[config.mk]
export PLATFORM = sky130hd
export DESIGN_NAME = pf_app_classifier
export DESIGN_NICKNAME = d
export VERILOG_FILES = /design/src/rtl/pf_cls_pkg.sv /design/src/rtl/pf_quantum_timer.sv /design/src/rtl/pf_event_counter.sv /design/src/rtl/pf_app_grader.sv /design/src/rtl/pf_app_classifier.sv
export SDC_FILE = /design/constraint.sdc
export NUM_CORES = 2
export LEC_CHECK = 0
export ABC_AREA = 1
export CAP_MARGIN = 20
export CORE_MARGIN = 5
export CORE_UTILIZATION = 31
export DETAILED_ROUTE_END_ITERATION = 8
export PLACE_DENSITY = 0.58
export SETUP_SLACK_MARGIN = 0.02
export SLEW_MARGIN = 20
export SYNTH_ARGS = -nofsm -noshare
export SYNTH_HDL_FRONTEND = slang
export SYNTH_SLANG_ARGS = --single-unit
export TNS_END_PERCENT = 10
[constraint.sdc]
create_clock -name clk_i -period 5.8 [get_ports clk_i]
set_clock_uncertainty 0.2 [all_clocks]
set_input_delay 1.16 -clock clk_i [delete_from_list [all_inputs] [get_ports clk_i]]
set_output_delay 1.16 -clock clk_i [all_outputs]
set_load 0.1 [all_outputs]
[src/rtl/pf_cls_pkg.sv]
package pf_cls_pkg;
  typedef logic [1:0] pf_cat_t;
  localparam int CAT_ACC_BIT = 1;
  localparam int CAT_CNT_BIT = 0;
  localparam pf_cat_t CAT_RESET = 2'b10;
  localparam int PCT_W = 8;
endpackage

[src/rtl/pf_quantum_timer.sv]
module pf_quantum_timer #(
  parameter int QLEN_W = 16
) (
  input  logic              clk_i,
  input  logic              rst_ni,
  input  logic [QLEN_W-1:0] len_i,
  output logic              end_o
);
  logic [QLEN_W-1:0] q_cnt;
  logic [QLEN_W:0]   q_next;

  assign q_next = {1'b0, q_cnt} + 1'b1;
  // len 0 and 1 both end every cycle
  assign end_o  = q_next >= {1'b0, len_i};

  always_ff @(posedge clk_i or negedge rst_ni) begin
    if (!rst_ni)    q_cnt <= '0;
    else if (end_o) q_cnt <= '0;
    else            q_cnt <= q_next[QLEN_W-1:0];
  end
endmodule

[src/rtl/pf_event_counter.sv]
module pf_event_counter #(
  parameter int CNT_W = 16
) (
  input  logic             clk_i,
  input  logic             rst_ni,
  input  logic             inc_i,
  input  logic             clr_i,
  output logic [CNT_W-1:0] cnt_o
);
  always_ff @(posedge clk_i or negedge rst_ni) begin
    if (!rst_ni)                     cnt_o <= '0;
    else if (clr_i)                  cnt_o <= inc_i ? CNT_W'(1) : '0;
    else if (inc_i && !(&cnt_o))     cnt_o <= cnt_o + 1'b1;
  end
endmodule

[src/rtl/pf_app_grader.sv]
module pf_app_grader
  import pf_cls_pkg::*;
#(
  parameter int CNT_W = 16
) (
  input  logic [CNT_W-1:0] issued_i,
  input  logic [CNT_W-1:0] useful_i,
  input  logic [PCT_W-1:0] acc_pct_i,
  input  logic [CNT_W-1:0] cnt_thr_i,
  output pf_cat_t          cat_o
);
  localparam int PROD_W = CNT_W + PCT_W;

  logic [PROD_W-1:0] useful_scaled;
  logic [PROD_W-1:0] issued_scaled;

  // cross-multiplied ratio test, no divider
  assign useful_scaled = PROD_W'(useful_i) * PROD_W'(100);
  assign issued_scaled = PROD_W'(issued_i) * PROD_W'(acc_pct_i);

  always_comb begin
    cat_o              = '0;
    cat_o[CAT_ACC_BIT] = useful_scaled >= issued_scaled;
    cat_o[CAT_CNT_BIT] = issued_i >= cnt_thr_i;
  end
endmodule

[src/rtl/pf_app_classifier.sv]
module pf_app_classifier
  import pf_cls_pkg::*;
#(
  parameter int N_APP  = 4,
  parameter int CNT_W  = 16,
  parameter int QLEN_W = 16,
  localparam int APP_W = (N_APP > 1) ? $clog2(N_APP) : 1
) (
  input  logic               clk_i,
  input  logic               rst_ni,
  input  logic               mode_static_i,
  input  logic [QLEN_W-1:0]  quantum_len_i,
  input  logic [PCT_W-1:0]   acc_pct_i,
  input  logic [CNT_W-1:0]   cnt_thresh_i,
  input  logic [2*N_APP-1:0] profile_cat_i,
  input  logic               issue_vld_i,
  input  logic [APP_W-1:0]   issue_app_i,
  input  logic               use_vld_i,
  input  logic [APP_W-1:0]   use_app_i,
  output logic               quantum_end_o,
  output logic [2*N_APP-1:0] cat_o
);
  logic q_end;

  pf_quantum_timer #(.QLEN_W(QLEN_W)) timer_i (
    .clk_i (clk_i),
    .rst_ni(rst_ni),
    .len_i (quantum_len_i),
    .end_o (q_end)
  );

  assign quantum_end_o = q_end;

  for (genvar a = 0; a < N_APP; a++) begin : g_app
    logic             iss_hit, use_hit;
    logic [CNT_W-1:0] iss_cnt, use_cnt;
    pf_cat_t          dyn_cat, cat_q;

    assign iss_hit = issue_vld_i && (issue_app_i == APP_W'(a));
    assign use_hit = use_vld_i   && (use_app_i   == APP_W'(a));

    pf_event_counter #(.CNT_W(CNT_W)) iss_ctr_i (
      .clk_i (clk_i),
      .rst_ni(rst_ni),
      .inc_i (iss_hit),
      .clr_i (q_end),
      .cnt_o (iss_cnt)
    );

    pf_event_counter #(.CNT_W(CNT_W)) use_ctr_i (
      .clk_i (clk_i),
      .rst_ni(rst_ni),
      .inc_i (use_hit),
      .clr_i (q_end),
      .cnt_o (use_cnt)
    );

    pf_app_grader #(.CNT_W(CNT_W)) grade_i (
      .issued_i (iss_cnt),
      .useful_i (use_cnt),
      .acc_pct_i(acc_pct_i),
      .cnt_thr_i(cnt_thresh_i),
      .cat_o    (dyn_cat)
    );

    always_ff @(posedge clk_i or negedge rst_ni) begin
      if (!rst_ni)
        cat_q <= CAT_RESET;
      else if (q_end)
        cat_q <= mode_static_i ? profile_cat_i[2*a +: 2] : dyn_cat;
    end

    assign cat_o[2*a +: 2] = cat_q;
  end
endmodule

# ---- After elaboration in Yosys (flattened, before gate mapping)
# Cells that the tools add are included.
dict set report word_totals {
  regBits 152
  latchBits 0
  ramBits 0
  rom_bits 0
  inputBits 57
  output_inout_bits 9
  word_cells 116
  n_memories 0
}
dict set report classes {
  addsub 9
  mul 8
  div_mod_pow 0
  n_lt_le_gt_ge 9
  n_eq_ne 6
  shift 0
  mux 29
  bitwise_logic 0
  n_reduce_logical 42
}
# op n
set op_table {}
lappend op_table {{$mux 16} 17}
lappend op_table {{$add 16x1->16 const B} 8}
lappend op_table {{$reduce_and 16->1} 8}
lappend op_table {{$ge 23x24->1} 4}
lappend op_table {{$mul 16x8->24} 4}
lappend op_table {{$mul 16x5->21 const B} 4}
lappend op_table {{$ge 16x16->1} 4}
lappend op_table {{$add 16x1->17 const B} 1}
lappend op_table {{$ge 17x16->1} 1}
lappend op_table {{$logic_and 1x1->1} 16}
lappend op_table {{$reduce_bool 2->1} 8}
lappend op_table {{$eq 2x2->1 const B} 4}
lappend op_table {{$logic_not 1->1} 8}
lappend op_table {{$mux 1} 8}
lappend op_table {{$mux 2} 4}
lappend op_table {{$eq 2x1->1 const B} 2}
lappend op_table {{$logic_not 2->1} 2}

# ---- Logic depth before layout (Yosys ltp)
dict set report logic_depth {
  ltp_word 5
  ltp_mapped 35
  mapped_depth_nobuf 33
}

# ---- Modules after synthesis
# From an unflattened synthesis, not the netlist that was laid out.
dict set report hier_totals {
  hier_cells 5569
  area_unflattened_um2 38072.8
}
# module n_inst cells_each area_per_inst_um2 seq_area_each_um2
set by_module_without_submodules {}
lappend by_module_without_submodules {pf_event_counter 8 149 1023.5 400.4}
lappend by_module_without_submodules {{pf_app_grader at g_app[1].grade_i} 1 1028 7004.2 0.0}
lappend by_module_without_submodules {{pf_app_grader at g_app[2].grade_i} 1 1031 6998.0 0.0}
lappend by_module_without_submodules {{pf_app_grader at g_app[0].grade_i} 1 1031 6982.9 0.0}
lappend by_module_without_submodules {{pf_app_grader at g_app[3].grade_i} 1 1026 6975.4 0.0}
lappend by_module_without_submodules {pf_quantum_timer 1 179 1397.6 400.4}
lappend by_module_without_submodules {pf_app_classifier 1 82 526.8 205.2}

# ---- Least setup slack after synthesis
# Ideal clock, no wire load.
dict set report synth_timing {
  path_kind {input to register}
  startpoint {input port acc_pct_i[7]}
  endpoint {register g_app[0].cat_q[1]}
  setup_time_ns 0.076
  arrival_ns 6.197
  t_required_ns 5.524
  slack_ns -0.674
  path_stages 30
  n_path_buf 2
  cell_sequence {clkbuf_1 > buf_1 > nand2_1 > fa_1 > fa_1 > inv_1 > fa_1 > inv_1 > fa_1 > inv_1 > ha_1 > a21oi_1 > nand2_1 > a21oi_1 > o21ai_0 > a21oi_1 > xor2_1 > ha_1 > nand2_1 > o21ai_0 > a21oi_1 > nand2_1 > nand2_1 > nand2_1 > nand2_1 > nand2_1 > nand2_1 > nand2_1 > nand2_1 > nand2_1}
}
dict set report synth_between {
  elab_chain_cells 3
}
# item line_no
set synth_lines {}
lappend synth_lines {{start: declaration} pf_app_classifier.sv:13} ;# input logic [PCT_W-1:0] acc_pct_i,
lappend synth_lines {{$mul 16x8->24} pf_app_grader.sv:19} ;# assign issued_scaled = PROD_W'(issued_i) * PROD_W'(acc_pct_i);
lappend synth_lines {{$ge 23x24->1} pf_app_grader.sv:23} ;# cat_o[CAT_ACC_BIT] = useful_scaled >= issued_scaled;
lappend synth_lines {{$mux 2} pf_app_classifier.sv:70} ;# cat_q <= mode_static_i ? profile_cat_i[2*a +: 2] : dyn_cat;
lappend synth_lines {{end signal: assignment} pf_app_classifier.sv:70}
lappend synth_lines {{end: declaration} pf_app_classifier.sv:37} ;# pf_cat_t dyn_cat, cat_q;
# No other way between the ends.
# A chain may end at the register's enable or synchronous reset.

# ---- Worst setup path in the final report
dict set report layout_timing {
  startpoint {input port acc_pct_i[2]}
  endpoint {register g_app[0].cat_q[1]}
}
# Same word-level chain as after synthesis.

==> flow_summary.ini <==
[route]
drc = 0
routedWlPerCell_um = 13.5
viasPerCell = 4.52
drt-initial-drc-count = 1530
wl_um = 92700
via_count = 31057
first_pass_iters = 5
ant_nets = 0

[timing]
timing.final.ws_setup_ns = 0.0201
rsz0062_at_grt = true
final.min_clock_period_ns = 5.78
final-setup-viol-count = 0
maxSlewViolCount = 0
worst-slew-pin-transition_ns = 1.04
holdWs_ns = 0.277
hold_viol_final = 0
fin_crit_sh_pct = 99.7
fmax_ghz = 0.173
slew-limit-headroom_pct = 30.3

[worst_setup_path]
cp_common_cell = nand2_1
worstPathArrival_ns = 6.03
required_ns = 6.05
worstSetupEndpointType = register
r2r_end = g_app[0].cat_q[1]
r2r_setup_slack_ns = 0.30
crit_type = primary input to register
path_max_fanout = 12
r2r_cells = 27
crit_slowest_cell = fa_1
worstReg2RegStart = g_app[0].iss_ctr_i.cnt_o[8]
start_kind = primary input
cpPeakStageDelay_ns = 0.53

[clocking]
cts_tree = yes
clk_latency_ns = 0.52
holdBufCountCts = 0
numCtsBuffers = 17
clk_pin_slew_worst_paths_ns = 0.07
root_buffer = clkbuf_16
cts_max_path_buffers = 2
htree_levels = 4
cts_sinks = 152

[global_routing]
overflow = 0
antenna_found_initial = 2
grt_max_degree = 129
grt_pass1_wl_um = 154000
grt_usage_pct = 15.4
grt_pass1_vias = 31286

[floorplan]
die_w_um = 350
dieArea_mm2 = 0.123
chipHeight_um = 350
initial_core_util_pct = 31.3
core_area_mm2 = 0.115
fp-row-count = 124
pin_count = 66

[yosys]
syn_area_per_cell_um2 = 7.11
syn_inst = 5045
ys_ff_latch = 152
synth_cell_types = 51
synth_commonest_cells = 1355 x inv_1, 1217 x nand2_1, 555 x ha_1
ys_top_cells_by_area = fa_1 21%, ha_1 19%, inv_1 14%
yosysSeqAreaShare_pct = 10.6
synth_flop_cell = dfrtp_1
yosys_warnings = 0
synthArstFlopShare_pct = 100
synth_top_area_cell = fa_1
synth_nets = 6037
synth_top_area_share_pct = 21.2
syn_area_mm2 = 0.0359
synth_edf_count = 0
synth_most_common_cell = inv_1

[min_path]
hp-class = register to register
hp-start = g_app[1].cat_q[1]
hold_path_end = g_app[1].cat_q[1]
hold_depth = 2

[pwr]
p_sw_mw = 4.52
power.density_mw_per_mm2 = 217
pwr-share-comb_pct = 70.2
leakage_nw = 25.9
vdd_drop_max_mv = 0.215
p_total_mw = 9.28
internal-power_mw = 4.75
clkPwrFrac_pct = 13.2
power_frac_seq_pct = 16.6
p_sw_share_pct = 48.7

[finish]
drive_gt1_share_pct = 13.2
antenna_cells = 0
syn_to_final_growth_pct = 19.1
fin_nets = 6344
fin_area_mm2 = 0.0427
post-route-util_pct = 37.3

[run_status]
status = completed

[placed_design]
hpwlAfterDp_um = 77500
io_buffers = 65
place.gp.congestion = 0.885
post-place-ws_ns = -0.865
placed_cell_area_mm2 = 0.0412

[job]
cap_violations = 0
-- cell type report --
class,count,area [µm²]
Sequential cell,152,3810
Multi-Input combinational cell,3385,27600
Fill cell,11992,71900
Clock buffer,18,439
Timing Repair Buffer,431,3780
Tap cell,1512,1890
Inverter,1365,5120
Clock inverter,13,148
-- critical path, delay by kind of cell --
kind | cells | cell delay, ns
AND/OR/NAND/NOR | 13 | 0.93
XOR/XNOR | 1 | 0.11
adder cells (fa/ha/maj) | 6 | 2.40
AO/OA/AOI/OAI | 3 | 0.43
buffers and inverters | 9 | 0.97
-- worst max path at each step --
stage | startpoint | endpoint | slack [ns] | cells past startpoint
finish | acc_pct_i[2] | g_app[0].cat_q[1] | 0.02 | 32
global placement | acc_pct_i[6] | g_app[1].cat_q[1] | -0.74 | 28
floorplan | acc_pct_i[2] | g_app[2].cat_q[1] | -0.09 | 31
detailed placement | acc_pct_i[7] | g_app[0].cat_q[1] | -0.87 | 30
global route | acc_pct_i[4] | g_app[0].cat_q[1] | -0.25 | 30
CTS | acc_pct_i[4] | g_app[0].cat_q[1] | 0.007 | 30
-- flip-flops by register name, summed over array words and instances, names as in the netlist --
name                   flops
g_app.cat_q                8
timer_i.q_cnt             16
g_app.iss_ctr_i.cnt_o     64
g_app.use_ctr_i.cnt_o     64
-- per-stage QoR --
stage / cells / TNS, ns
2_1_floorplan: 5045 / -0.365
3_3_place_gp: 6823 / -2.81
3_5_place_dp: 6824 / -3.00
4_1_cts: 6862 / 0
5_1_grt: 6876 / -0.860
6_report: 6876 / 0
-- what timing repair did --
action,in CTS,in global routing
resized for setup,51,132
buffers inserted,6,11
gates cloned,1,3
endpoints found under the setup margin,4,4
pin swaps,44,140
-- cell usage in the layout (no fill, tap or decap), types with 26 or more instances in the layout --
cell type and instances:
nand2_1 1172, xor2_1 146, inv_1 1329, buf_4 335, o21ai_0 65, clkdlybuf4s50_1 55, nand2_2 42, nor3_1 55
nand4_1 59, xnor2_1 60, ha_4 42, nand3_1 150, fa_1 371, a21oi_1 188, ha_1 513, a21oi_2 35
inv_2 36, nor2_1 238, nor2_2 26, dfrtp_1 148
-- per-layer routing --
layer | wire length [µm] | GRT usage, %
met5 | 0 | 0
met4 | 1310 | 3.20
met3 | 4630 | 2.50
met2 | 43100 | 26.0
met1 | 43600 | 20.8
-- power groups by stage --
stage                     logic (mW)  clock network [mW]  registers [mW]
after detailed placement        6.38                   0            1.57
after global routing            7.53                1.29            1.58
after floorplan                 4.43                   0            1.59
after global placement          6.28                   0            1.57
after CTS                       6.47                1.27            1.55
final                           6.51                1.22            1.54
-- cells by family after synthesis --
family | after synthesis | synth area share (%)
and+or+nand+nor | 1839 | 21.5
xor gates and xnor gates | 212 | 5.17
buffers and inverters | 1508 | 16.1
DFF | 152 | 10.6
AOI/OAI and AO/OA | 399 | 6.10
adders and majority gates | 935 | 40.5
No activity file was read; power rests on OpenSTA's default activity.
